**src/rtl/bscan_pkg.sv**
```systemverilog
package bscan_pkg;
    // Cell kind encoding used by the CELL_KIND parameter of the chain.
    localparam logic [1:0] KIND_IN   = 2'd0;  // observes a pad, feeds the core
    localparam logic [1:0] KIND_OUT2 = 2'd1;  // drives an always-enabled pad
    localparam logic [1:0] KIND_OUT3 = 2'd2;  // drives a pad with switchable enable
    localparam logic [1:0] KIND_CTRL = 2'd3;  // holds an enable decision
endpackage

```
**src/rtl/bscan_capture_chain.sv**
```systemverilog
module bscan_capture_chain #(
    parameter int N_CELLS = 8
) (
    input  logic               tck,
    input  logic               rst_n,
    input  logic               capture_en,
    input  logic               shift_en,
    input  logic               scan_in,
    input  logic [N_CELLS-1:0] par_in,
    output logic [N_CELLS-1:0] cap_q,
    output logic               scan_out
);
    typedef struct packed {
        logic [N_CELLS-1:0] cap;
    } cap_state_t;

    cap_state_t st_d, st_q;

    // Shift moves data toward cell 0; capture loads the parallel inputs.
    always_comb begin
        st_d = st_q;
        if (shift_en) begin
            st_d.cap = {scan_in, st_q.cap[N_CELLS-1:1]};
        end else if (capture_en) begin
            st_d.cap = par_in;
        end
    end

    always_ff @(posedge tck or negedge rst_n) begin
        if (!rst_n) begin
            st_q <= '0;
        end else begin
            st_q <= st_d;
        end
    end

    assign cap_q    = st_q.cap;
    assign scan_out = st_q.cap[0];
endmodule

```
**src/rtl/bscan_update_bank.sv**
```systemverilog
module bscan_update_bank #(
    parameter int                 N_CELLS  = 8,
    parameter logic [N_CELLS-1:0] SAFE_VAL = '0
) (
    input  logic               tck,
    input  logic               rst_n,
    input  logic               update_en,
    input  logic [N_CELLS-1:0] cap_in,
    output logic [N_CELLS-1:0] upd_q
);
    typedef struct packed {
        logic [N_CELLS-1:0] upd;
    } upd_state_t;

    upd_state_t st_d, st_q;

    always_comb begin
        st_d = st_q;
        if (update_en) begin
            st_d.upd = cap_in;
        end
    end

    // Falling-edge register: pad-side values move half a cycle after the strobe.
    always_ff @(negedge tck or negedge rst_n) begin
        if (!rst_n) begin
            st_q.upd <= SAFE_VAL;
        end else begin
            st_q <= st_d;
        end
    end

    assign upd_q = st_q.upd;
endmodule

```
**src/rtl/bscan_pad_mux.sv**
```systemverilog
module bscan_pad_mux
    import bscan_pkg::*;
#(
    parameter int                              N_CELLS   = 8,
    parameter int                              IDX_W     = 3,
    parameter logic [N_CELLS-1:0][1:0]         CELL_KIND = '0,
    parameter logic [N_CELLS-1:0][IDX_W-1:0]   CTRL_SEL  = '0,
    parameter logic [N_CELLS-1:0]              DIS_VAL   = '0
) (
    input  logic               mode,
    input  logic [N_CELLS-1:0] upd,
    input  logic [N_CELLS-1:0] pad_in,
    input  logic [N_CELLS-1:0] core_val,
    input  logic [N_CELLS-1:0] core_oe,
    output logic [N_CELLS-1:0] par_in,
    output logic [N_CELLS-1:0] core_in,
    output logic [N_CELLS-1:0] pad_val,
    output logic [N_CELLS-1:0] pad_oe
);
    always_comb begin
        for (int i = 0; i < N_CELLS; i++) begin
            par_in[i]  = 1'b0;
            core_in[i] = 1'b0;
            pad_val[i] = 1'b0;
            pad_oe[i]  = 1'b0;
            case (CELL_KIND[i])
                KIND_IN: begin
                    par_in[i]  = pad_in[i];
                    core_in[i] = mode ? upd[i] : pad_in[i];
                end
                KIND_OUT2: begin
                    par_in[i]  = core_val[i];
                    pad_val[i] = mode ? upd[i] : core_val[i];
                    pad_oe[i]  = 1'b1;
                end
                KIND_OUT3: begin
                    par_in[i]  = core_val[i];
                    pad_val[i] = mode ? upd[i] : core_val[i];
                    pad_oe[i]  = mode ? (upd[CTRL_SEL[i]] != DIS_VAL[i]) : core_oe[i];
                end
                default: begin
                    // control cell: observes the core enable, drives nothing
                    par_in[i] = core_oe[i];
                end
            endcase
        end
    end
endmodule

```
**src/rtl/bscan_chain.sv**
```systemverilog
module bscan_chain
    import bscan_pkg::*;
#(
    parameter int                            N_CELLS   = 8,
    parameter int                            IDX_W     = 3,
    // Index 0 is the scan_out end of the chain.
    parameter logic [N_CELLS-1:0][1:0]       CELL_KIND = {KIND_CTRL, KIND_OUT3, KIND_IN,  KIND_IN,
                                                          KIND_OUT2, KIND_OUT3, KIND_OUT3, KIND_CTRL},
    parameter logic [N_CELLS-1:0][IDX_W-1:0] CTRL_SEL  = {3'd0, 3'd7, 3'd0, 3'd0,
                                                          3'd0, 3'd0, 3'd0, 3'd0},
    parameter logic [N_CELLS-1:0]            DIS_VAL   = 8'b0000_0100,
    parameter logic [N_CELLS-1:0]            SAFE_VAL  = 8'b0010_1000
) (
    input  logic               tck,
    input  logic               rst_n,
    input  logic               capture_en,
    input  logic               shift_en,
    input  logic               update_en,
    input  logic               test_mode,
    input  logic               scan_in,
    input  logic [N_CELLS-1:0] core_val,
    input  logic [N_CELLS-1:0] core_oe,
    input  logic [N_CELLS-1:0] pad_in,
    output logic               scan_out,
    output logic [N_CELLS-1:0] pad_val,
    output logic [N_CELLS-1:0] pad_oe,
    output logic [N_CELLS-1:0] core_in
);
    logic               mode_eff;
    logic [N_CELLS-1:0] par_in;
    logic [N_CELLS-1:0] cap_q;
    logic [N_CELLS-1:0] upd_q;

    // Test mode is held off for as long as reset is applied.
    assign mode_eff = test_mode & rst_n;

    bscan_capture_chain #(
        .N_CELLS (N_CELLS)
    ) u_cap (
        .tck        (tck),
        .rst_n      (rst_n),
        .capture_en (capture_en),
        .shift_en   (shift_en),
        .scan_in    (scan_in),
        .par_in     (par_in),
        .cap_q      (cap_q),
        .scan_out   (scan_out)
    );

    bscan_update_bank #(
        .N_CELLS  (N_CELLS),
        .SAFE_VAL (SAFE_VAL)
    ) u_upd (
        .tck       (tck),
        .rst_n     (rst_n),
        .update_en (update_en),
        .cap_in    (cap_q),
        .upd_q     (upd_q)
    );

    bscan_pad_mux #(
        .N_CELLS   (N_CELLS),
        .IDX_W     (IDX_W),
        .CELL_KIND (CELL_KIND),
        .CTRL_SEL  (CTRL_SEL),
        .DIS_VAL   (DIS_VAL)
    ) u_mux (
        .mode     (mode_eff),
        .upd      (upd_q),
        .pad_in   (pad_in),
        .core_val (core_val),
        .core_oe  (core_oe),
        .par_in   (par_in),
        .core_in  (core_in),
        .pad_val  (pad_val),
        .pad_oe   (pad_oe)
    );
endmodule

```
**config.mk**
```make
export PLATFORM = sky130hd
export DESIGN_NAME = bscan_chain
export DESIGN_NICKNAME = d
export VERILOG_FILES = /design/src/rtl/bscan_pkg.sv /design/src/rtl/bscan_capture_chain.sv /design/src/rtl/bscan_update_bank.sv /design/src/rtl/bscan_pad_mux.sv /design/src/rtl/bscan_chain.sv
export SDC_FILE = /design/constraint.sdc
export NUM_CORES = 1
export LEC_CHECK = 0
export ABC_AREA = 1
export BUFFER_PORTS_ARGS = -buffer_cell sky130_fd_sc_hd__buf_4
export CAP_MARGIN = 20
export CORE_UTILIZATION = 43
export CTS_CLUSTER_SIZE = 12
export DETAILED_ROUTE_END_ITERATION = 8
export PLACE_DENSITY_LB_ADDON = 0.2
export RECOVER_POWER = 100
export SETUP_SLACK_MARGIN = 0.2
export SLEW_MARGIN = 15
export SYNTH_ARGS = -nofsm -noshare
export SYNTH_HDL_FRONTEND = slang
export SYNTH_SLANG_ARGS = --single-unit
```
**constraint.sdc**
```tcl
create_clock -name tck -period 1 [get_ports tck]
set_input_delay 0.1 -clock tck [delete_from_list [all_inputs] [get_ports tck]]
set_output_delay 0.1 -clock tck [all_outputs]
set_load 0.02 [all_outputs]
```
Word-level counts from Yosys, hierarchy flattened. Cells that the tools add are included.

Flip-flop bits (word level): 16. Bits of input ports: 31. Logic and storage cells: 16.

Multiplexer cells: 11. Bitwise operators: 2. Reduce and logical (&&, ||, !) cells: 1.

Operator list (number): 2-to-1 mux 8 bit (2); 2-to-1 mux 1 bit (9); nonzero test 2 bit (1); AND 1 bit (1); inverter 1 bit (1).

Logic depth before layout (Yosys ltp). Gate-level depths: netlist of run 1.

Word-level depth: 2. Depth in mapped cells: 4.

Hierarchy. A second synthesis of run 1 with hierarchy kept.

Cell total of the unflattened synthesis: 137. Area total of the unflattened synthesis: 1001.0 µm².

By module, submodules not included: bscan_capture_chain (instances 1, cells an instance 45, area an instance 381.6 µm², seq. area each 200.2 µm²); bscan_update_bank (instances 1, cells an instance 35, area an instance 311.5 µm², seq. area each 202.7 µm²); bscan_pad_mux (instances 1, cells an instance 55, area an instance 300.3 µm², seq. area each 0.0 µm²); bscan_chain (instances 1, cells an instance 2, area an instance 7.5 µm², seq. area each 0.0 µm²).

==> results of run 1 <==
==> per-layer routing <==
metal / vias to the layer above / global-route usage, %
li1: 448 / -
met1: 435 / 25.6
met2: 50 / 34.9
met3: 4 / 1.87
met4: 0 / 8.82
met5: - / 0
==> per-stage QoR <==
stage	util (%)	power (uW)
6_report	77.0	2030
5_1_grt	77.0	2130
4_1_cts	72.0	1920
3_5_place_dp	64.2	1450
3_3_place_gp	64.2	1420
2_1_floorplan	-	1200
==> state kept, by name, summed over array words and instances (netlist names) <==
register / cells
u_cap.cap_q: 8
u_upd.upd_q: 8
==> critical path: stages, from the launching register on <==
cell     delay (ns)
dfstp_2        0.53
inv_2          0.05
o21ai_4        0.11
buf_6          0.13
==> cell type report <==
type                            count  area (sq um)
Sequential cell                    16           404
Clock buffer                        3          22.5
Fill cell                         151           464
Clock inverter                      3          12.5
Multi-Input combinational cell     83           551
Inverter                            9          33.8
Tap cell                           27          33.8
Timing Repair Buffer               56           500
==> timing repair <==
action,in CTS,in global routing
gates resized for setup,20,26
hold endpoints to repair,8,0
setup buffers,6,5
endpoints found under the setup margin,19,34
pin swaps,1,5
hold buffers,1,0
==> worst paths after layout <==
check,end,cells past startpoint,startpoint
worst max-delay path,core_in[5],3,u_upd.upd_q[5]$_DFFE_NN1P_
worst min-delay path,u_cap.cap_q[7]$_DFFE_PN0P_,3,scan_in
worst max register to register,u_upd.upd_q[0]$_DFFE_NN0P_,2,u_cap.cap_q[0]$_DFFE_PN0P_
worst min register to register,u_upd.upd_q[3]$_DFFE_NN1P_,2,u_upd.upd_q[3]$_DFFE_NN1P_
max in group asynchronous,u_cap.cap_q[0]$_DFFE_PN0P_,3,rst_n
min in group asynchronous,u_upd.upd_q[6]$_DFFE_NN0P_,2,rst_n
==> cells by family (layout without fill, tap and decap cells) <==
kind of cell    Yosys count  count (layout)  synth area share [%]
other cells               2              15                 0.784
simple gates             51              51                  24.8
compound gates           17              17                  12.4
buf+inv                  29              71                  20.0
flops                    16              16                  42.0
==> power breakdown <==
part / switching [uW] / total, uW / internal, uW
Combinational: 412 / 819 / 407
Sequential: 50.1 / 793 / 743
Clock: 258 / 415 / 157
Total: 720 / 2030 / 1310
==> Yosys cell counts <==
cell type	number	area (sq um)
inv_1	9	33.8
inv_2	1	3.75
nand3_1	16	80.1
nor2_8	1	20.0
buf_4	16	120
dfrtp_1	8	200
o21ai_0	8	40.0
nand2_4	1	11.3
buf_6	3	33.8
dfstp_2	2	52.6
conb_1	2	7.51
nand2_2	1	6.26
dfrtn_1	6	150
o21ai_2	9	78.8
nand2_1	32	120
==> results.md, run 1 <==
* Final Instance Area at 1560 sq um
* Most frequent cells in the layout: buf_4, nand2_1, buf_6
* Placed Cells incl. Taps at 180
* Via count at 937
* Yosys warns at 0
* H-tree levels at 1
* Worst EP arrival at 1.68 ns
* Core area at 2020 sq um
* Final nets at 202
* First-pass GRT wire length at 3.64 mm
* Max FO, Critical Path at 2
* Final GP Congestion at 0.818
* CTS buffer count at 3
* Num Clock Sinks at 16
* Io pins at 56
* Total track usage at 20.3%
* Number of distinct library cells after synthesis at 15
* Clk root buf: clkbuf_4
* Post-DP HPWL at 1.61 mm
* Pre-CTS WS at -0.405 ns
* Worst Setup Start Kind: register
* CTS Buffer Depth at 2
* Vias in the first global route at 793
* DIE HEIGHT at 49.2 um
* R2r setup slk at -0.20 ns
* Die ar. at 2420 sq um
* Initial Util at 47.4%
* TritonCTS clock tree: built
* Mapped cell area at 958 sq um
* Syn Area/Cell at 8.33 sq um
* Final setup TNS at -7.05 ns
* Via-per-instance ratio at 4.76
* Clock transition at the registers of the reported paths at 0.11 ns
* Synthesis-to-finish area growth at 62.5%
* Final ANT Viol Nets at 0
* Largest net degree at the start of global routing at 19
* Yosys reg bits at 16
* RSZ-0062 raised after global routing: true
* Maximum VDD drop at 1060 uV
* CP Capture Type: primary output
* Setup violators final at 19
* GRT overflow at 0
* WHS at 0.0204 ns
* ANT cells at 0
* Worst Setup Slack, final at -0.780 ns
* Clk_lat worst skew at 0.36 ns
* Post-Synthesis Cells at 115
* Status: finished, violations left
* WS Path Type: register to primary output
* DR WL met3 at 108 um
* P_leak at 0.000798 uW
* WL per Instance at 13.0 um
* Seq/Total Area, Yosys at 42.0%
* Die width at 49.2 um
* WL final at 2.57 mm
* Max cap viols at 0
* Drt drc at 0
* Ratio of cells with drive above 1 in the final layout at 54.7%
* Met2 WL at 1.39 mm
* Post-Route M1 WL at 1.03 mm
* Failing checks: setup timing
* Worst hold path class: primary input to register
* Initial antenna violation count at 0
* Cell row count at 16
* Commonest non-fill, non-tap cell in the layout: buf_4
* Initial DRC Count at 21
* Router iterations before antenna repair at 4
* Non-Filler Instances at 197
* Pwr dens at 1300 nW/um^2
* Clock Skews at 0.0647 ns
* Max Used Layer: met4
* Placed cell areas at 1300 sq um
* Worst EP required at 0.90 ns
* Max-slew violations at 0
* PortBufs at 27
* Final Hold Vio Count at 0
Note: power is estimated with default switching activity, not from simulation.
==> run 2: changes to the inputs <==
- CORE_UTILIZATION: 43 -> 44
- CTS_BUF_LIST: unset -> sky130_fd_sc_hd__clkbuf_8
==> run 2 against run 1 <==
The flow still finishes with violations (setup timing); combinational power is 2.6% lower; clock skew is 0.0054 ns higher; sequential cell count unchanged; cell area shrank 1.3%; via count grew 4.8%; worst setup slack better by 0.048 ns; routed wire length is 2.8% lower; sequential power shrank 0.6%; count of clock-buffer cells in the layout did not move; register-to-register slack improved by 0.03 ns; critical endpoint is now pad_val[3]; largest power group unchanged; highest routed layer unchanged.
==> results.md, run 2 (synthesis gave the netlist of run 1 again) <==
* Most frequent cells in the layout: buf_4, nand2_1, conb_1, buf_6, nand3_1 (was buf_4, nand2_1, buf_6)
* Reg2Reg Launch Point: u_cap.cap_q[0]$_DFFE_PN0P_ (unchanged)
* Pwr dens at 1400 nW/um^2 (was 1300 nW/um^2)
* Critical path startpoint: u_upd.upd_q[3]$_DFFE_NN1P_ (was u_upd.upd_q[5]$_DFFE_NN1P_)
* Initial DRC Count at 24 (was 21)
* Worst hold start: scan_in (unchanged)
* Hold depth at 3 (unchanged)
* Hold path endpoint: u_cap.cap_q[7]$_DFFE_PN0P_ (unchanged)
* PortBufs at 27 (unchanged)
* Drt drc at 0 (unchanged)
* Combinational share of power at 37.2% (was 40.4%)
* R2R Path End: u_upd.upd_q[0]$_DFFE_NN0P_ (unchanged)
* Clock Skews at 0.0701 ns (was 0.0647 ns)
* Clock transition at the registers of the reported paths at 0.07 ns (was 0.11 ns)
* Final GP Congestion at 0.838 (was 0.818)
* Final setup TNS at -6.63 ns (was -7.05 ns)
* Cell row count at 16 (unchanged)
* First-pass GRT wire length at 3.66 mm (was 3.64 mm)
* Pre-CTS WS at -0.393 ns (was -0.405 ns)
* Clk root buf: clkbuf_8 (was clkbuf_4)
* Die width at 48.7 um (was 49.2 um)
* Worst hold path class: primary input to register (unchanged)
* Reg2Reg Depth at 2 (unchanged)
* P_leak at 0.000784 uW (was 0.000798 uW)
* Clk_lat worst skew at 0.33 ns (was 0.36 ns)
* Pwr Total at 2150 uW (was 2030 uW)
* Final Hold Vio Count at 0 (unchanged)
* Sw Share at 33.6% (was 35.5%)
* Vias in the first global route at 828 (was 793)
* Die ar. at 2370 sq um (was 2420 sq um)
* Ratio of cells with drive above 1 in the final layout at 51.7% (was 54.7%)
* CTS Buffer Depth at 2 (unchanged)
* Io pins at 56 (unchanged)
* Max FO, Critical Path at 2 (unchanged)
* Setup violators final at 18 (was 19)
* Router iterations before antenna repair at 4 (unchanged)
* Core area at 2000 sq um (was 2020 sq um)
* R2r setup slk at -0.17 ns (was -0.20 ns)
* Final ANT Viol Nets at 0 (unchanged)
* RSZ-0062 raised after global routing: true (unchanged)
* Initial antenna violation count at 0 (unchanged)
* ANT cells at 0 (unchanged)
* Clk network pwr share at 26.2% (was 20.5%)
* Internal power at 1430 uW (was 1310 uW)
* WL per Instance at 12.4 um (was 13.0 um)
* Via count at 982 (was 937)
* Max-slew violations at 0 (unchanged)
* Worst Setup Slack, final at -0.733 ns (was -0.780 ns)
* Num Clock Sinks at 16 (unchanged)
* H-tree levels at 1 (unchanged)
* Final nets at 206 (was 202)
* CP Capture Type: primary output (unchanged)
* TritonCTS clock tree: built (unchanged)
* WHS at 0.0591 ns (was 0.0204 ns)
* Synthesis-to-finish area growth at 60.4% (was 62.5%)
* Largest net degree at the start of global routing at 17 (was 19)
* Worst EP required at 0.90 ns (about the same)
* Max cap viols at 0 (unchanged)
* Failing checks: setup timing (unchanged)
* Commonest non-fill, non-tap cell in the layout: buf_4 (unchanged)
* DIE HEIGHT at 48.7 um (was 49.2 um)
* Worst EP arrival at 1.63 ns (was 1.68 ns)
* Post-DP HPWL at 1.54 mm (was 1.61 mm)
* Total track usage at 20.3% (about the same)
* Switching power at 721 uW (was 720 uW)
* GRT overflow at 0 (unchanged)
* WS Path Type: register to primary output (unchanged)
* Status: finished, violations left (unchanged)
* WL final at 2.50 mm (was 2.57 mm)
* Fraction of power consumed by sequential logic at 36.7% (was 39.1%)
* Initial Util at 47.9% (was 47.4%)
* Maximum VDD drop at 1180 uV (was 1060 uV)
* CTS buffer count at 3 (unchanged)
* Via-per-instance ratio at 4.89 (was 4.76)
* Worst Setup Start Kind: register (unchanged)
==> run 2: cell count changes in the layout (fill, tap and decap cells not counted), moves of 2 or more <==
cell | before | now
nand3_1 | 8 | 13
nand2_1 | 24 | 26
clkdlybuf4s15_1 | 2 | 0
clkbuf_1 | 4 | 6
buf_6 | 20 | 15
buf_4 | 26 | 35
nand2_4 | 3 | 1
nand3_2 | 8 | 3
clkbuf_4 | 5 | 2
clkbuf_8 | 0 | 3
==> run 2: power by group through the flow <==
stage / sequential (uW) / clock, uW / combinational [uW]
detailed placement: 794 / 18.8 / 631
floorplan: 804 / 18.8 / 379
global placement: 793 / 18.8 / 617
global route: 795 / 586 / 850
finish: 788 / 562 / 798
CTS: 786 / 553 / 726
==> run 2: repair_timing <==
| action | 4_1_cts | 5_1_grt |
|---|---|---|
| resized for setup | 15 | 16 |
| hold buffers | 1 | 0 |
| endpoints found under the hold margin | 8 | 0 |
| pin swaps | 1 | 0 |
| setup endpoints to repair | 18 | 31 |
| setup buffers | 6 | 7 |
==> run 2: how the worst max path moves through the flow <==
stage / slack [ns] / to / cells past startpoint
global placement: -0.38 / pad_val[3] / 3
finish: -0.73 / pad_val[3] / 3
CTS: -0.72 / pad_val[3] / 3
detailed placement: -0.39 / pad_val[3] / 3
floorplan: -0.32 / core_in[5] / 2
global route: -0.77 / core_in[5] / 3
==> run 2: through the flow <==
step	area (sq um)	cells	utilization (%)
floorplan	1080	128	-
global placement	1310	182	65.6
detailed placement	1310	182	65.6
CTS	1470	194	73.3
global route	1540	201	76.8
finish	1540	201	76.8
==> run 2: per-layer routing <==
layer / vias to the layer above / part of all wire (%) / global-route usage, %
met5: - / 0 / 0
met4: 0 / 2.5 / 10.3
met3: 8 / 6.5 / 3.14
met2: 60 / 51 / 34.0
met1: 462 / 40 / 25.3
li1: 452 / - / -
==> run 2: worst max-delay path, stage by stage, from the launching register on <==
cell	delay, ns
dfstp_2	0.52
inv_2	0.04
o21ai_4	0.11
buf_6	0.13
==> run 2: layout make-up <==
cell class / count / area [sq um]
clock inverter: 3 / 12.5
fill: 146 / 464
clock buffer: 3 / 41.3
sequential: 16 / 404
multi-input combinational: 83 / 510
tap: 27 / 33.8
inverter: 9 / 33.8
timing repair buffer: 60 / 502
